$ cat config.mk
export PLATFORM = sky130hd
export DESIGN_NAME = pwr_rail_sequencer
export DESIGN_NICKNAME = d
export VERILOG_FILES = /design/src/rtl/pwr_seq_pkg.sv /design/src/rtl/pwr_seq_sync2.sv /design/src/rtl/pwr_seq_edge_latch.sv /design/src/rtl/pwr_seq_timer.sv /design/src/rtl/pwr_rail_sequencer.sv
export SDC_FILE = /design/constraint.sdc
export NUM_CORES = 1
export LEC_CHECK = 0
export BUFFER_PORTS_ARGS = -buffer_cell sky130_fd_sc_hd__buf_2
export CORE_ASPECT_RATIO = 1.25
export CORE_UTILIZATION = 59
export DETAILED_ROUTE_END_ITERATION = 10
export PLACE_DENSITY = 0.79
export SLEW_MARGIN = 20
export SYNTH_ARGS = -nofsm -noshare
export SYNTH_HDL_FRONTEND = slang
export SYNTH_SLANG_ARGS = --single-unit
$ cat constraint.sdc
create_clock -name clk -period 2.25 [get_ports clk]
set_input_delay 0.225 -clock clk [delete_from_list [all_inputs] [get_ports clk]]
set_output_delay 0.225 -clock clk [all_outputs]
set_load 0.01 [all_outputs]
$ cat src/rtl/pwr_seq_pkg.sv
package pwr_seq_pkg;

    typedef enum logic [2:0] {
        ST_IDLE    = 3'd0,
        ST_WAIT_PG = 3'd1,
        ST_SETTLE  = 3'd2,
        ST_RUN     = 3'd3,
        ST_RAMP_DN = 3'd4,
        ST_FAULT   = 3'd5
    } seq_state_e;

    function automatic int unsigned us_to_cycles(input int unsigned clk_hz, input int unsigned us);
        return (clk_hz / 1_000_000) * us;
    endfunction

endpackage

$ cat src/rtl/pwr_seq_sync2.sv
module pwr_seq_sync2 #(
    parameter int WIDTH = 1
) (
    input  logic             clk,
    input  logic             rst_n,
    input  logic [WIDTH-1:0] async_i,
    output logic [WIDTH-1:0] sync_o
);
    genvar g;
    generate
        for (g = 0; g < WIDTH; g++) begin : g_bit
            logic meta_q;
            logic stable_q;
            always_ff @(posedge clk or negedge rst_n) begin
                if (!rst_n) begin
                    meta_q   <= 1'b0;
                    stable_q <= 1'b0;
                end else begin
                    meta_q   <= async_i[g];
                    stable_q <= meta_q;
                end
            end
            assign sync_o[g] = stable_q;
        end
    endgenerate
endmodule

$ cat src/rtl/pwr_seq_edge_latch.sv
module pwr_seq_edge_latch (
    input  logic clk,
    input  logic rst_n,
    input  logic clr_i,
    input  logic req_i,
    output logic held_o
);
    logic prev_q;
    logic held_q;
    logic rise;

    assign rise = req_i & ~prev_q;

    always_ff @(posedge clk or negedge rst_n) begin
        if (!rst_n) begin
            prev_q <= 1'b0;
            held_q <= 1'b0;
        end else begin
            prev_q <= req_i;
            if (clr_i) begin
                held_q <= 1'b0;
            end else if (rise) begin
                held_q <= 1'b1;
            end
        end
    end

    assign held_o = held_q;
endmodule

$ cat src/rtl/pwr_seq_timer.sv
module pwr_seq_timer #(
    parameter int CNT_W = 16
) (
    input  logic             clk,
    input  logic             rst_n,
    input  logic             load_i,
    input  logic [CNT_W-1:0] load_val_i,
    output logic             expired_o
);
    logic [CNT_W-1:0] cnt_q;

    always_ff @(posedge clk or negedge rst_n) begin
        if (!rst_n) begin
            cnt_q <= '0;
        end else if (load_i) begin
            cnt_q <= load_val_i;
        end else if (cnt_q != '0) begin
            cnt_q <= cnt_q - 1'b1;
        end
    end

    assign expired_o = (cnt_q == '0);
endmodule

$ cat src/rtl/pwr_rail_sequencer.sv
module pwr_rail_sequencer
    import pwr_seq_pkg::*;
#(
    parameter int N_RAILS    = 4,
    parameter int CLK_HZ     = 1_000_000,
    parameter int TIMEOUT_US = 47000,
    parameter int SETTLE_US  = 2200
) (
    input  logic               clk,
    input  logic               rst_n,
    input  logic               clr_i,
    input  logic               start_req_i,
    input  logic               upstream_pg_i,
    input  logic [N_RAILS-2:0] rail_pg_i,
    input  logic               final_req_i,
    output logic [N_RAILS-1:0] rail_en_o,
    output logic               final_en_o,
    output logic               seq_en_o,
    output logic               seq_done_o,
    output logic               fault_o
);
    localparam int TIMEOUT_CYC = int'(us_to_cycles(CLK_HZ, TIMEOUT_US));
    localparam int SETTLE_CYC  = int'(us_to_cycles(CLK_HZ, SETTLE_US));
    localparam int MAX_CYC     = (TIMEOUT_CYC > SETTLE_CYC) ? TIMEOUT_CYC : SETTLE_CYC;
    localparam int CNT_W       = $clog2(MAX_CYC + 1);
    localparam int IDX_W       = (N_RAILS > 2) ? $clog2(N_RAILS) : 1;
    localparam logic [CNT_W-1:0] TIMEOUT_VAL = CNT_W'(TIMEOUT_CYC);
    localparam logic [CNT_W-1:0] SETTLE_VAL  = CNT_W'(SETTLE_CYC);
    localparam logic [IDX_W-1:0] LAST_PG_IDX = IDX_W'(N_RAILS - 2);

    seq_state_e         state_q, state_d;
    logic [IDX_W-1:0]   idx_q, idx_d;
    logic [N_RAILS-1:0] en_q, en_d;
    logic               fault_q, fault_d;

    logic               start_held;
    logic               final_held;
    logic               up_pg_sync;
    logic [N_RAILS-2:0] rail_pg_sync;
    logic [N_RAILS-1:0] pg_pad;
    logic               seq_en;
    logic               tmr_load;
    logic [CNT_W-1:0]   tmr_val;
    logic               tmr_expired;

    pwr_seq_sync2 #(.WIDTH(1)) up_sync_i (
        .clk     (clk),
        .rst_n   (rst_n),
        .async_i (upstream_pg_i),
        .sync_o  (up_pg_sync)
    );

    pwr_seq_sync2 #(.WIDTH(N_RAILS - 1)) rail_sync_i (
        .clk     (clk),
        .rst_n   (rst_n),
        .async_i (rail_pg_i),
        .sync_o  (rail_pg_sync)
    );

    pwr_seq_edge_latch start_latch_i (
        .clk    (clk),
        .rst_n  (rst_n),
        .clr_i  (clr_i),
        .req_i  (start_req_i),
        .held_o (start_held)
    );

    pwr_seq_edge_latch final_latch_i (
        .clk    (clk),
        .rst_n  (rst_n),
        .clr_i  (clr_i),
        .req_i  (final_req_i),
        .held_o (final_held)
    );

    pwr_seq_timer #(.CNT_W(CNT_W)) timer_i (
        .clk        (clk),
        .rst_n      (rst_n),
        .load_i     (tmr_load),
        .load_val_i (tmr_val),
        .expired_o  (tmr_expired)
    );

    assign seq_en = start_held & up_pg_sync;
    assign pg_pad = {1'b0, rail_pg_sync};

    // State register
    always_ff @(posedge clk or negedge rst_n) begin
        if (!rst_n) begin
            state_q <= ST_IDLE;
            idx_q   <= '0;
            en_q    <= '0;
            fault_q <= 1'b0;
        end else begin
            state_q <= state_d;
            idx_q   <= idx_d;
            en_q    <= en_d;
            fault_q <= fault_d;
        end
    end

    // Next-state and sequencing decisions
    always_comb begin
        state_d  = state_q;
        idx_d    = idx_q;
        en_d     = en_q;
        fault_d  = fault_q;
        tmr_load = 1'b0;
        tmr_val  = TIMEOUT_VAL;
        unique case (state_q)
            ST_IDLE: begin
                if (seq_en && !fault_q) begin
                    en_d[0]  = 1'b1;
                    idx_d    = '0;
                    tmr_load = 1'b1;
                    tmr_val  = TIMEOUT_VAL;
                    state_d  = ST_WAIT_PG;
                end
            end
            ST_WAIT_PG: begin
                if (!seq_en) begin
                    state_d = ST_RAMP_DN;
                end else if (pg_pad[idx_q]) begin
                    tmr_load = 1'b1;
                    tmr_val  = SETTLE_VAL;
                    state_d  = ST_SETTLE;
                end else if (tmr_expired) begin
                    fault_d = 1'b1;
                    state_d = ST_RAMP_DN;
                end
            end
            ST_SETTLE: begin
                if (!seq_en) begin
                    state_d = ST_RAMP_DN;
                end else if (tmr_expired) begin
                    en_d[idx_q + 1'b1] = 1'b1;
                    idx_d              = idx_q + 1'b1;
                    if (idx_q == LAST_PG_IDX) begin
                        state_d = ST_RUN;
                    end else begin
                        tmr_load = 1'b1;
                        tmr_val  = TIMEOUT_VAL;
                        state_d  = ST_WAIT_PG;
                    end
                end
            end
            ST_RUN: begin
                if (!seq_en) begin
                    state_d = ST_RAMP_DN;
                end
            end
            ST_RAMP_DN: begin
                if (en_q == '0) begin
                    state_d = fault_q ? ST_FAULT : ST_IDLE;
                end else begin
                    en_d = en_q >> 1;
                end
            end
            ST_FAULT: begin
                if (!fault_q) begin
                    state_d = ST_IDLE;
                end
            end
            default: begin
                state_d = ST_IDLE;
                en_d    = '0;
            end
        endcase
        if (clr_i) begin
            fault_d = 1'b0;
        end
    end

    // Outputs
    always_comb begin
        rail_en_o  = en_q;
        final_en_o = final_held & en_q[N_RAILS-1];
        seq_en_o   = seq_en;
        seq_done_o = en_q[N_RAILS-1];
        fault_o    = fault_q;
    end
endmodule

# Yosys cells after proc, flatten, opt, wreduce, memory -nomap -nowiden
# Cells that the tools add are included.
[classes] n_reduce_logical=21 n_addsub=2 n_bitwise=9 magnitude_cmp=3 n_mux=47 n_eq_ne=16
[ops] op="$mux W16" n=5
[ops] op="$mux W3" n=10
[ops] op="$mux W1" n=18
[ops] op="$pmux W3 S6" n=1
[ops] op="$logic_not A16 Y1" n=1
[ops] op="$reduce_bool A16 Y1" n=1
[ops] op="$sub A16 B1 Y16 const B" n=1
[ops] op="$ne A2 B2 Y1 const B" n=7
[ops] op="$reduce_bool A2 Y1" n=7
[ops] op="$mux W4" n=3
[ops] op="$reduce_and A4 Y1" n=3
[ops] op="$pmux W3 S3" n=1
[ops] op="$mux W2" n=4
[ops] op="$eq A3 B2 Y1 const B" n=2
[ops] op="$eq A3 B3 Y1 const B" n=2
[ops] op="$lt A2 B3 Y1 const B" n=2
[ops] op="$reduce_and A6 Y1" n=1
[ops] op="$reduce_and A5 Y1" n=1
[ops] op="$and A1 B1 Y1" n=4
[ops] op="$logic_not A4 Y1" n=1
[ops] op="$ne A4 B3 Y1 const B" n=1
[ops] op="$not A1 Y1" n=4
[ops] op="$or A4 B4 Y4" n=1
[ops] op="$pmux W1 S4" n=1
[ops] op="other kinds (15)" n=16
[totals] wordCells=116 out_inout_bits=8 in_bits=9 regBits=38

# Longest topological paths before layout
# Gate-level depths: netlist of run 1.
[logic_depth] word_depth=9 ltp_mapped=7 mapped_depth_nobuf=7

# Hierarchy
# A second synthesis of run 1 with hierarchy kept.
[hier_totals] hier_cells=218 area_unflattened_um2=2147.1
[by_module_without_submodules] module="pwr_seq_timer" area_each_um2=959.7 instances=1 cells_per_inst=104
[by_module_without_submodules] module="pwr_rail_sequencer" area_each_um2=827.0 instances=1 cells_per_inst=93
[by_module_without_submodules] module="pwr_seq_sync2 (rail_sync_i)" area_each_um2=172.7 instances=1 cells_per_inst=9
[by_module_without_submodules] module="pwr_seq_edge_latch" area_each_um2=68.8 instances=2 cells_per_inst=5
[by_module_without_submodules] module="pwr_seq_sync2 (up_sync_i)" area_each_um2=50.0 instances=1 cells_per_inst=2

# Least setup slack after synthesis of run 1
# Ideal clock, no wire load.
[synth_timing] path_kind="reg-to-reg" from="register timer_i.cnt_q[0]" to="register state_q[0]" t_required_ns=2.122 n_path_buf=0 synth_period_minus_slack_ns=1.779 setup_slack_ns=0.471 stages_incl_launch_ff=8 arrival_time_ns=1.651 path_cell_list="dfrtp_1 > inv_1 > ha_1 > nor2b_1 > and4_1 > nand2_4 > a31oi_4 > mux2_1"
[synth_via] elab_chain_cells=3
[synth_rtl] element="start: declaration" line="pwr_seq_timer.sv:10" text="logic [CNT_W-1:0] cnt_q;"
[synth_rtl] element="start signal: assignment" line="pwr_seq_timer.sv:16" text="cnt_q <= load_val_i;"
[synth_rtl] element="start signal: assignment" line="pwr_seq_timer.sv:18" text="cnt_q <= cnt_q - 1'b1;"
[synth_rtl] element="$logic_not A16 Y1 (*)" line="pwr_seq_timer.sv:22" text="assign expired_o = (cnt_q == '0);"
[synth_rtl] element="$ne A4 B3 Y1 (no line) or $ne A3 B2 Y1 (tied branches)"
[synth_rtl] element="$reduce_and A6 Y1 (no line) (*)"
[synth_rtl] element="end signal: assignment" line="pwr_rail_sequencer.sv:95" text="state_q <= state_d;"
[synth_rtl] element="end: declaration" line="pwr_rail_sequencer.sv:31" text="seq_state_e state_q, state_d;"
# Every way passes the cells marked *; elsewhere a longest branch is shown, timed or not.
# A chain may end at the register's enable or synchronous reset.

# Final worst setup path of run 1
# Same ends and word-level chain as after synthesis.

==> run_summary.xml, run 1 <==
<?xml version="1.0" encoding="UTF-8"?>
<metrics>
  <group name="final_layout">
    <metric name="flow.area_growth_from_synthesis" unit="%">10.74</metric>
    <metric name="final_util" unit="%">70.55</metric>
    <metric name="share_of_post_route_cells_with_drive_strength_above_1" unit="%">16.26</metric>
    <metric name="antenna_cells" unit="">0</metric>
    <metric name="fin_area" unit="µm²">2335</metric>
    <metric name="finalNetCount" unit="">261</metric>
    <metric name="num-fill-cells" unit="">264</metric>
  </group>
  <group name="global_routing">
    <metric name="grt_first_pass_wirelength" unit="µm">7182</metric>
    <metric name="grt_pass1_vias" unit="">1569</metric>
    <metric name="grt_max_degree" unit="">39</metric>
    <metric name="grt.total_usage" unit="%">24.57</metric>
    <metric name="initial_antenna_violation_count" unit="">0</metric>
    <metric name="overflow" unit="">0</metric>
  </group>
  <group name="timing">
    <metric name="setup_ws" unit="ps">301.9</metric>
    <metric name="setup-violations-final" unit="">0</metric>
    <metric name="tightest_slew" unit="ps">841.7</metric>
    <metric name="report.final.slew_viol_count" unit="">0</metric>
    <metric name="finalHoldViolations" unit="">0</metric>
    <metric name="setup_tns_final" unit="ps">0</metric>
    <metric name="final.min_clock_period" unit="ps">1948</metric>
    <metric name="final.period_utilization" unit="%">86.58</metric>
    <metric name="timing.fmax" unit="MHz">513.3</metric>
    <metric name="grt_setup_unrepaired" unit="">no</metric>
    <metric name="worst_clock_skew" unit="ps">12.24</metric>
    <metric name="slew_headroom" unit="%">43.88</metric>
  </group>
  <group name="run_status">
    <metric name="status" unit="">finished, final reports clean</metric>
  </group>
  <group name="power_and_ir_drop">
    <metric name="total_leakage_power" unit="nW">1.006</metric>
    <metric name="power-per-cell-area" unit="nW/µm²">1039</metric>
    <metric name="total_power" unit="W">0.002425</metric>
    <metric name="vdd_drop_max" unit="V">0.0008798</metric>
  </group>
  <group name="clock_tree">
    <metric name="cts_setup_buffers" unit="">0</metric>
    <metric name="clkLatencyLatePin" unit="ps">290</metric>
    <metric name="clk_root_buffer_cell" unit="">sky130_fd_sc_hd__clkbuf_8</metric>
    <metric name="numCtsBuffers" unit="">5</metric>
    <metric name="cts_tree" unit="">yes</metric>
    <metric name="cts.repair.resized" unit="">0</metric>
    <metric name="clk_pin_slew_worst_paths" unit="ps">80</metric>
    <metric name="clock-sinks" unit="">38</metric>
    <metric name="cts_hold_buffers" unit="">0</metric>
    <metric name="ctsHtreeMaxLevel" unit="">2</metric>
    <metric name="ctsLongestPathBuffers" unit="">2</metric>
  </group>
  <group name="drt">
    <metric name="vias_per_cell" unit="">6.279</metric>
    <metric name="wl" unit="µm">4471</metric>
    <metric name="num_vias" unit="">1777</metric>
    <metric name="detail_route.first_pass.iterations" unit="">6</metric>
    <metric name="routed_wire_length_per_instance" unit="µm">15.80</metric>
    <metric name="number_of_remaining_drc_errors" unit="">0</metric>
    <metric name="detailedRoute.firstIterationViolations" unit="">135</metric>
    <metric name="drtAntennaViolNets" unit="">0</metric>
  </group>
  <group name="critical_path">
    <metric name="crit_type" unit="">register to register</metric>
    <metric name="crit_end" unit="">state_q[0]$_DFFE_PN0P_</metric>
    <metric name="path_max_fanout" unit="">7</metric>
    <metric name="timing.critical_path.to_type" unit="">register</metric>
    <metric name="r2r-start" unit="">timer_i.cnt_q[0]$_DFFE_PN0P_</metric>
    <metric name="worst-endpoint-required" unit="ps">2430</metric>
    <metric name="cp-start-kind" unit="">register</metric>
    <metric name="reg_to_reg_critical_path_endpoint" unit="">state_q[0]$_DFFE_PN0P_</metric>
    <metric name="r2r_setup_slack" unit="ps">300</metric>
    <metric name="worst-endpoint-arrival" unit="ps">2130</metric>
    <metric name="timing.reg2reg.worst_path_depth" unit="">7</metric>
    <metric name="crit_start" unit="">timer_i.cnt_q[0]$_DFFE_PN0P_</metric>
  </group>
  <group name="logic_synthesis">
    <metric name="synth_fp_nets" unit="">239</metric>
    <metric name="synth_sequential_area_ratio" unit="%">45.10</metric>
    <metric name="synth_top_cells_by_area" unit="">sky130_fd_sc_hd__dfrtp_1 45%, sky130_fd_sc_hd__a21oi_1 4.5%, sky130_fd_sc_hd__ha_1 4.2%</metric>
    <metric name="ys_seq_elements" unit="">38</metric>
    <metric name="postSynth.asyncResetShare" unit="%">100.0</metric>
    <metric name="syn_inst" unit="">223</metric>
    <metric name="yosys.cell_types.count" unit="">56</metric>
    <metric name="synth.cell_area" unit="µm²">2108</metric>
    <metric name="synth_edf_count" unit="">0</metric>
    <metric name="number_of_warning_messages_in_the_yosys_log" unit="">0</metric>
    <metric name="netlist.top_cell.by_area" unit="">sky130_fd_sc_hd__dfrtp_1</metric>
    <metric name="synth.top_cell.area_share" unit="%">45.10</metric>
    <metric name="synthFlopType" unit="">sky130_fd_sc_hd__dfrtp_1</metric>
    <metric name="post_synth.cell_area_avg" unit="µm²">9.454</metric>
    <metric name="synthTopCellsByCount" unit="">38 x sky130_fd_sc_hd__dfrtp_1, 22 x sky130_fd_sc_hd__nor2_1, 19 x sky130_fd_sc_hd__a21oi_1, 16 x sky130_fd_sc_hd__o21ai_0, 14 x sky130_fd_sc_hd__nand2_1</metric>
    <metric name="yosys.cell_count.top_type" unit="">sky130_fd_sc_hd__dfrtp_1</metric>
  </group>
  <group name="die">
    <metric name="dieArea" unit="µm²">3818</metric>
    <metric name="die_w" unit="µm">55.47</metric>
    <metric name="core_area" unit="µm²">3309</metric>
    <metric name="num_rows" unit="">23</metric>
    <metric name="die_h" unit="µm">68.84</metric>
    <metric name="initial_core_util" unit="%">63.71</metric>
    <metric name="pin_count" unit="">17</metric>
  </group>
  <group name="min_path">
    <metric name="worstHoldPathType" unit="">primary input to asynchronous set/reset pin</metric>
  </group>
  <group name="place">
    <metric name="place_worst_setup_slack" unit="ps">323.4</metric>
    <metric name="gp_congestion" unit="">0.9241</metric>
    <metric name="placement.io_buffers" unit="">16</metric>
    <metric name="postPlaceCellArea" unit="µm²">2240</metric>
    <metric name="place_hpwl" unit="µm">3138</metric>
  </group>
  <group name="run">
    <metric name="cap_violations" unit="">0</metric>
  </group>
</metrics>
## sequential cells by signal (all words and copies together), names as in the netlist, 2 cells and up
register and cells:
timer_i.cnt_q 16, rail_en_o 4, rail_sync_i.g_bit.meta_q 3, rail_sync_i.g_bit.stable_q 3
state_q 3, idx_q 2
## worst max-delay path, cell delays in order (launching register included)
cell and delay [ps]:
sky130_fd_sc_hd__dfrtp_1 420, sky130_fd_sc_hd__inv_1 90, sky130_fd_sc_hd__ha_1 150, sky130_fd_sc_hd__nor2b_1 160, sky130_fd_sc_hd__and4_1 350, sky130_fd_sc_hd__nand2_4 130
sky130_fd_sc_hd__a31oi_4 200, sky130_fd_sc_hd__mux2_1 340
## kinds of logic after synthesis
kind of cell               share of synthesized area (%)
buffers and inverters                              3.324
and+or+nand+nor                                    22.37
DFF                                                45.10
muxes                                              1.484
xor gates and xnor gates                           2.908
adders and majority gates                          4.154
AOI/OAI and AO/OA                                  20.65
## power breakdown
| group | switching, W | internal (W) |
|---|---|---|
| sequential | 0.000265 | 0.000868 |
| combinational | 0.000432 | 0.000373 |
| clock | 0.000240 | 0.000246 |
| total | 0.000937 | 0.00149 |
## placed cells by master, fill, tap and decap left out, drive strengths merged, types with 2 or more instances in the layout
cell     instances
dfrtp           38
nor2            23
o21ai           20
buf             20
a21oi           19
nand2           16
inv             11
nor3             9
xnor2            7
ha               7
clkbuf           6
nand3            6
nand4            5
nor4             4
nor2b            3
nand3b           3
or3              3
a211oi           3
o2bb2ai          3
o22ai            3
a31oi            3
nand2b           2
and3             2
mux2i            2
a21o             2
o211ai           2
a22o             2
o22a             2
and2             2
clkinv           2
a21boi           2
## cell type report
type / count / area [µm²] / area share [%]
clock buffers: 6 / 82.58 / 3.537
inverters: 12 / 45.04 / 1.929
clock inverters: 2 / 12.51 / 0.5359
repair buffers: 20 / 110.1 / 4.716
well taps: 37 / 46.29 / 1.983
multi-input cells: 168 / 1087 / 46.57
flip-flops and latches: 38 / 950.9 / 40.73
## per-layer routing
layer  global-route usage (%)  wire [µm]  part of all wire [%]  vias up
met3                    4.851        255                   5.7       10
met5                        0          0                     0        -
li1                         -          -                     -      855
met2                    45.48       2296                    51       69
met1                    28.49       1857                    42      843
met4                    9.375         61                   1.4        0
## how the worst min path moves through the flow
stage	start	endpoint	cells after the start
after floorplan	rst_n	fault_o$_DFFE_PN0P_	0
after CTS	rail_pg_i[1]	rail_sync_i.g_bit[1].meta_q$_DFF_PN0_	1
after detailed placement	rail_pg_i[1]	rail_sync_i.g_bit[1].meta_q$_DFF_PN0_	1
after global placement	rail_sync_i.g_bit[2].meta_q$_DFF_PN0_	rail_sync_i.g_bit[2].stable_q$_DFF_PN0_	0
after global routing	rail_pg_i[1]	rail_sync_i.g_bit[1].meta_q$_DFF_PN0_	1
final	rst_n	rail_en_o[2]$_DFFE_PN0P_	1
## metrics by stage
step	instances	hold slack, ps
after floorplan	223	-70.59
after global placement	275	332.5
after detailed placement	275	334.9
after CTS	283	24.13
after global routing	283	29.77
final	283	28.06
(Power assumes the default switching activity.)
==> run 2: changes to the inputs <==
--- a/config.mk
+++ b/config.mk
@@ -6,7 +6,6 @@
 export NUM_CORES = 1
 export LEC_CHECK = 0
 export BUFFER_PORTS_ARGS = -buffer_cell sky130_fd_sc_hd__buf_2
-export CORE_ASPECT_RATIO = 1.25
 export CORE_UTILIZATION = 59
 export DETAILED_ROUTE_END_ITERATION = 10
 export PLACE_DENSITY = 0.79
==> run_summary.xml, run 2 (same netlist as run 1, synthesis figures left out) <==
<?xml version="1.0" encoding="UTF-8"?>
<metrics>
  <group name="power_and_ir_drop">
    <metric name="vdd_drop_max" unit="V">0.0005667</metric>
    <metric name="seq_power_share" unit="%">48.9</metric>
    <metric name="switching_share" unit="%">39.87</metric>
    <metric name="pwr-share-comb" unit="%">36.9</metric>
    <metric name="total_leakage_power" unit="nW">1.029</metric>
    <metric name="power-per-cell-area" unit="nW/µm²">958.2</metric>
    <metric name="switching_power_summed_over_all_nets" unit="W">0.0009105</metric>
    <metric name="total_power" unit="W">0.002284</metric>
    <metric name="internal_power" unit="W">0.001373</metric>
    <metric name="clock_power_share" unit="%">14.2</metric>
  </group>
  <group name="drt">
    <metric name="drtAntennaViolNets" unit="">0</metric>
    <metric name="routed_wire_length_per_instance" unit="µm">14.55</metric>
    <metric name="vias_per_cell" unit="">5.933</metric>
    <metric name="detail_route.first_pass.iterations" unit="">4</metric>
    <metric name="detailedRoute.firstIterationViolations" unit="">137</metric>
    <metric name="number_of_remaining_drc_errors" unit="">0</metric>
    <metric name="num_vias" unit="">1780</metric>
    <metric name="wl" unit="µm">4366</metric>
  </group>
  <group name="die">
    <metric name="die_h" unit="µm">61.78</metric>
    <metric name="core_area" unit="µm²">3390</metric>
    <metric name="initial_core_util" unit="%">62.20</metric>
    <metric name="pin_count" unit="">17</metric>
    <metric name="num_rows" unit="">21</metric>
    <metric name="die_w" unit="µm">61.78</metric>
    <metric name="dieArea" unit="µm²">3816</metric>
  </group>
  <group name="place">
    <metric name="place_hpwl" unit="µm">3142</metric>
    <metric name="gp_congestion" unit="">0.9306</metric>
    <metric name="place_worst_setup_slack" unit="ps">333.8</metric>
    <metric name="postPlaceCellArea" unit="µm²">2266</metric>
    <metric name="placement.io_buffers" unit="">16</metric>
  </group>
  <group name="final_layout">
    <metric name="layout_commonest_cell" unit="">sky130_fd_sc_hd__dfrtp_1</metric>
    <metric name="fin_area" unit="µm²">2384</metric>
    <metric name="finalNetCount" unit="">270</metric>
    <metric name="antenna_cells" unit="">0</metric>
    <metric name="largest_register_ff_count" unit="">16</metric>
    <metric name="flow.area_growth_from_synthesis" unit="%">13.06</metric>
    <metric name="top_register" unit="">timer_i.cnt_q</metric>
    <metric name="most-common-layout-cells" unit="">38 x sky130_fd_sc_hd__dfrtp_1, 22 x sky130_fd_sc_hd__nor2_1, 19 x sky130_fd_sc_hd__a21oi_1</metric>
    <metric name="final_util" unit="%">70.32</metric>
    <metric name="share_of_post_route_cells_with_drive_strength_above_1" unit="%">16.14</metric>
  </group>
  <group name="critical_path">
    <metric name="peak_per_stage_delay_on_the_critical_path" unit="ps">410</metric>
    <metric name="worst-endpoint-arrival" unit="ps">2190</metric>
    <metric name="slowest_stage" unit="">sky130_fd_sc_hd__dfrtp_1</metric>
    <metric name="r2r-start" unit="">timer_i.cnt_q[0]$_DFFE_PN0P_</metric>
    <metric name="crit_path_cell_trace" unit="">inv_1 -&gt; ha_1 -&gt; nor2b_1 -&gt; and4_1 -&gt; nand2_4 -&gt; a31oi_4 -&gt; mux2_1</metric>
    <metric name="path_delay_family" unit="">simple AND/OR/NAND/NOR gates</metric>
    <metric name="path_max_fanout" unit="">7</metric>
    <metric name="crit_start" unit="">timer_i.cnt_q[0]$_DFFE_PN0P_</metric>
    <metric name="crit_type" unit="">register to register</metric>
    <metric name="cp-start-kind" unit="">register</metric>
    <metric name="worst-endpoint-required" unit="ps">2490</metric>
    <metric name="timing.critical_path.to_type" unit="">register</metric>
    <metric name="timing.critical_path.buf_inv" unit="">1</metric>
  </group>
  <group name="timing">
    <metric name="final.period_utilization" unit="%">86.68</metric>
    <metric name="worst_clock_skew" unit="ps">7.027</metric>
    <metric name="final.min_clock_period" unit="ps">1950</metric>
    <metric name="report.final.slew_viol_count" unit="">0</metric>
    <metric name="grt_setup_unrepaired" unit="">no</metric>
    <metric name="slew_headroom" unit="%">45.84</metric>
    <metric name="setup_tns_final" unit="ps">0</metric>
    <metric name="finalHoldViolations" unit="">0</metric>
    <metric name="timing.fmax" unit="MHz">512.7</metric>
    <metric name="setup-violations-final" unit="">0</metric>
    <metric name="setup_ws" unit="ps">299.6</metric>
    <metric name="tightest_slew" unit="ps">812.3</metric>
  </group>
  <group name="global_routing">
    <metric name="grt_first_pass_wirelength" unit="µm">6948</metric>
    <metric name="overflow" unit="">0</metric>
    <metric name="grt_pass1_vias" unit="">1577</metric>
    <metric name="grt.total_usage" unit="%">25.70</metric>
    <metric name="grt_max_degree" unit="">39</metric>
    <metric name="initial_antenna_violation_count" unit="">0</metric>
  </group>
  <group name="clock_tree">
    <metric name="clock-sinks" unit="">38</metric>
    <metric name="ctsHtreeMaxLevel" unit="">2</metric>
    <metric name="ctsLongestPathBuffers" unit="">2</metric>
    <metric name="clk_root_buffer_cell" unit="">sky130_fd_sc_hd__clkbuf_4</metric>
    <metric name="cts_setup_buffers" unit="">0</metric>
    <metric name="clk_pin_slew_worst_paths" unit="ps">110</metric>
    <metric name="cts_tree" unit="">yes</metric>
    <metric name="numCtsBuffers" unit="">5</metric>
    <metric name="clkLatencyLatePin" unit="ps">340</metric>
  </group>
  <group name="min_path">
    <metric name="worstHoldPathType" unit="">primary input to register</metric>
    <metric name="hold_path_startpoint" unit="">clr_i</metric>
  </group>
  <group name="run_status">
    <metric name="status" unit="">finished, final reports clean</metric>
  </group>
  <group name="run">
    <metric name="cap_violations" unit="">0</metric>
  </group>
</metrics>
## run 2: power by group through the flow
stage	registers (W)	logic [W]	clock network (W)
4_1_cts	0.00111	0.000841	0.000341
2_1_floorplan	0.00106	0.000656	0
3_3_place_gp	0.00111	0.000813	0
3_5_place_dp	0.00112	0.000827	0
6_report	0.00112	0.000843	0.000324
5_1_grt	0.00115	0.000953	0.000359
## run 2: repair_timing
action,4_1_cts,5_1_grt
hold endpoints to repair,44,0
hold buffers,7,0
gates resized for setup,0,0
## run 2: path summary, 6_finish.rpt
path,endpoint,slack [ps],depth (start not counted)
min in group asynchronous,timer_i.cnt_q[13]$_DFFE_PN0P_,490,2
worst min-delay path,final_latch_i.held_o$_DFFE_PN0P_,60,2
max in group asynchronous,rail_sync_i.g_bit[2].meta_q$_DFF_PN0_,1240,2
worst max register to register,state_q[0]$_DFFE_PN0P_,300,7
worst max-delay path,state_q[0]$_DFFE_PN0P_,300,7
worst min register to register,rail_sync_i.g_bit[2].stable_q$_DFF_PN0_,360,0
## run 2: stage by stage
step / cells / hold slack (ps)
floorplan: 223 / -70.59
global placement: 286 / 332.2
detailed placement: 286 / 334.3
CTS: 300 / 47.82
global route: 300 / 53.84
finish: 300 / 58.40
## run 2: layout make-up
| class | instances | area (µm²) |
|---|---|---|
| clock inverters | 2 | 10.01 |
| well taps | 46 | 57.56 |
| fillers | 263 | 1006 |
| repair buffers | 29 | 195.2 |
| multi-input cells | 168 | 1087 |
| clock buffers | 5 | 37.54 |
| inverters | 12 | 45.04 |
| flip-flops and latches | 38 | 950.9 |
## run 2: layer usage
metal,vias to the layer above,wire (µm),global-route usage (%)
met4,0,64,12.06
met3,6,214,5.797
met5,-,0,0
met1,849,2113,34.99
li1,870,-,-
met2,55,1973,39.17
## run 2: worst register-to-register path: cells and delay by family, from the launching register on
family / cells / cell delay, ps
flip-flops: 1 / 410
AO/OA/AOI/OAI: 1 / 200
buffers and inverters: 1 / 90
AND/OR/NAND/NOR: 3 / 650
adder cells (fa/ha/maj): 1 / 160
multiplexers: 1 / 330
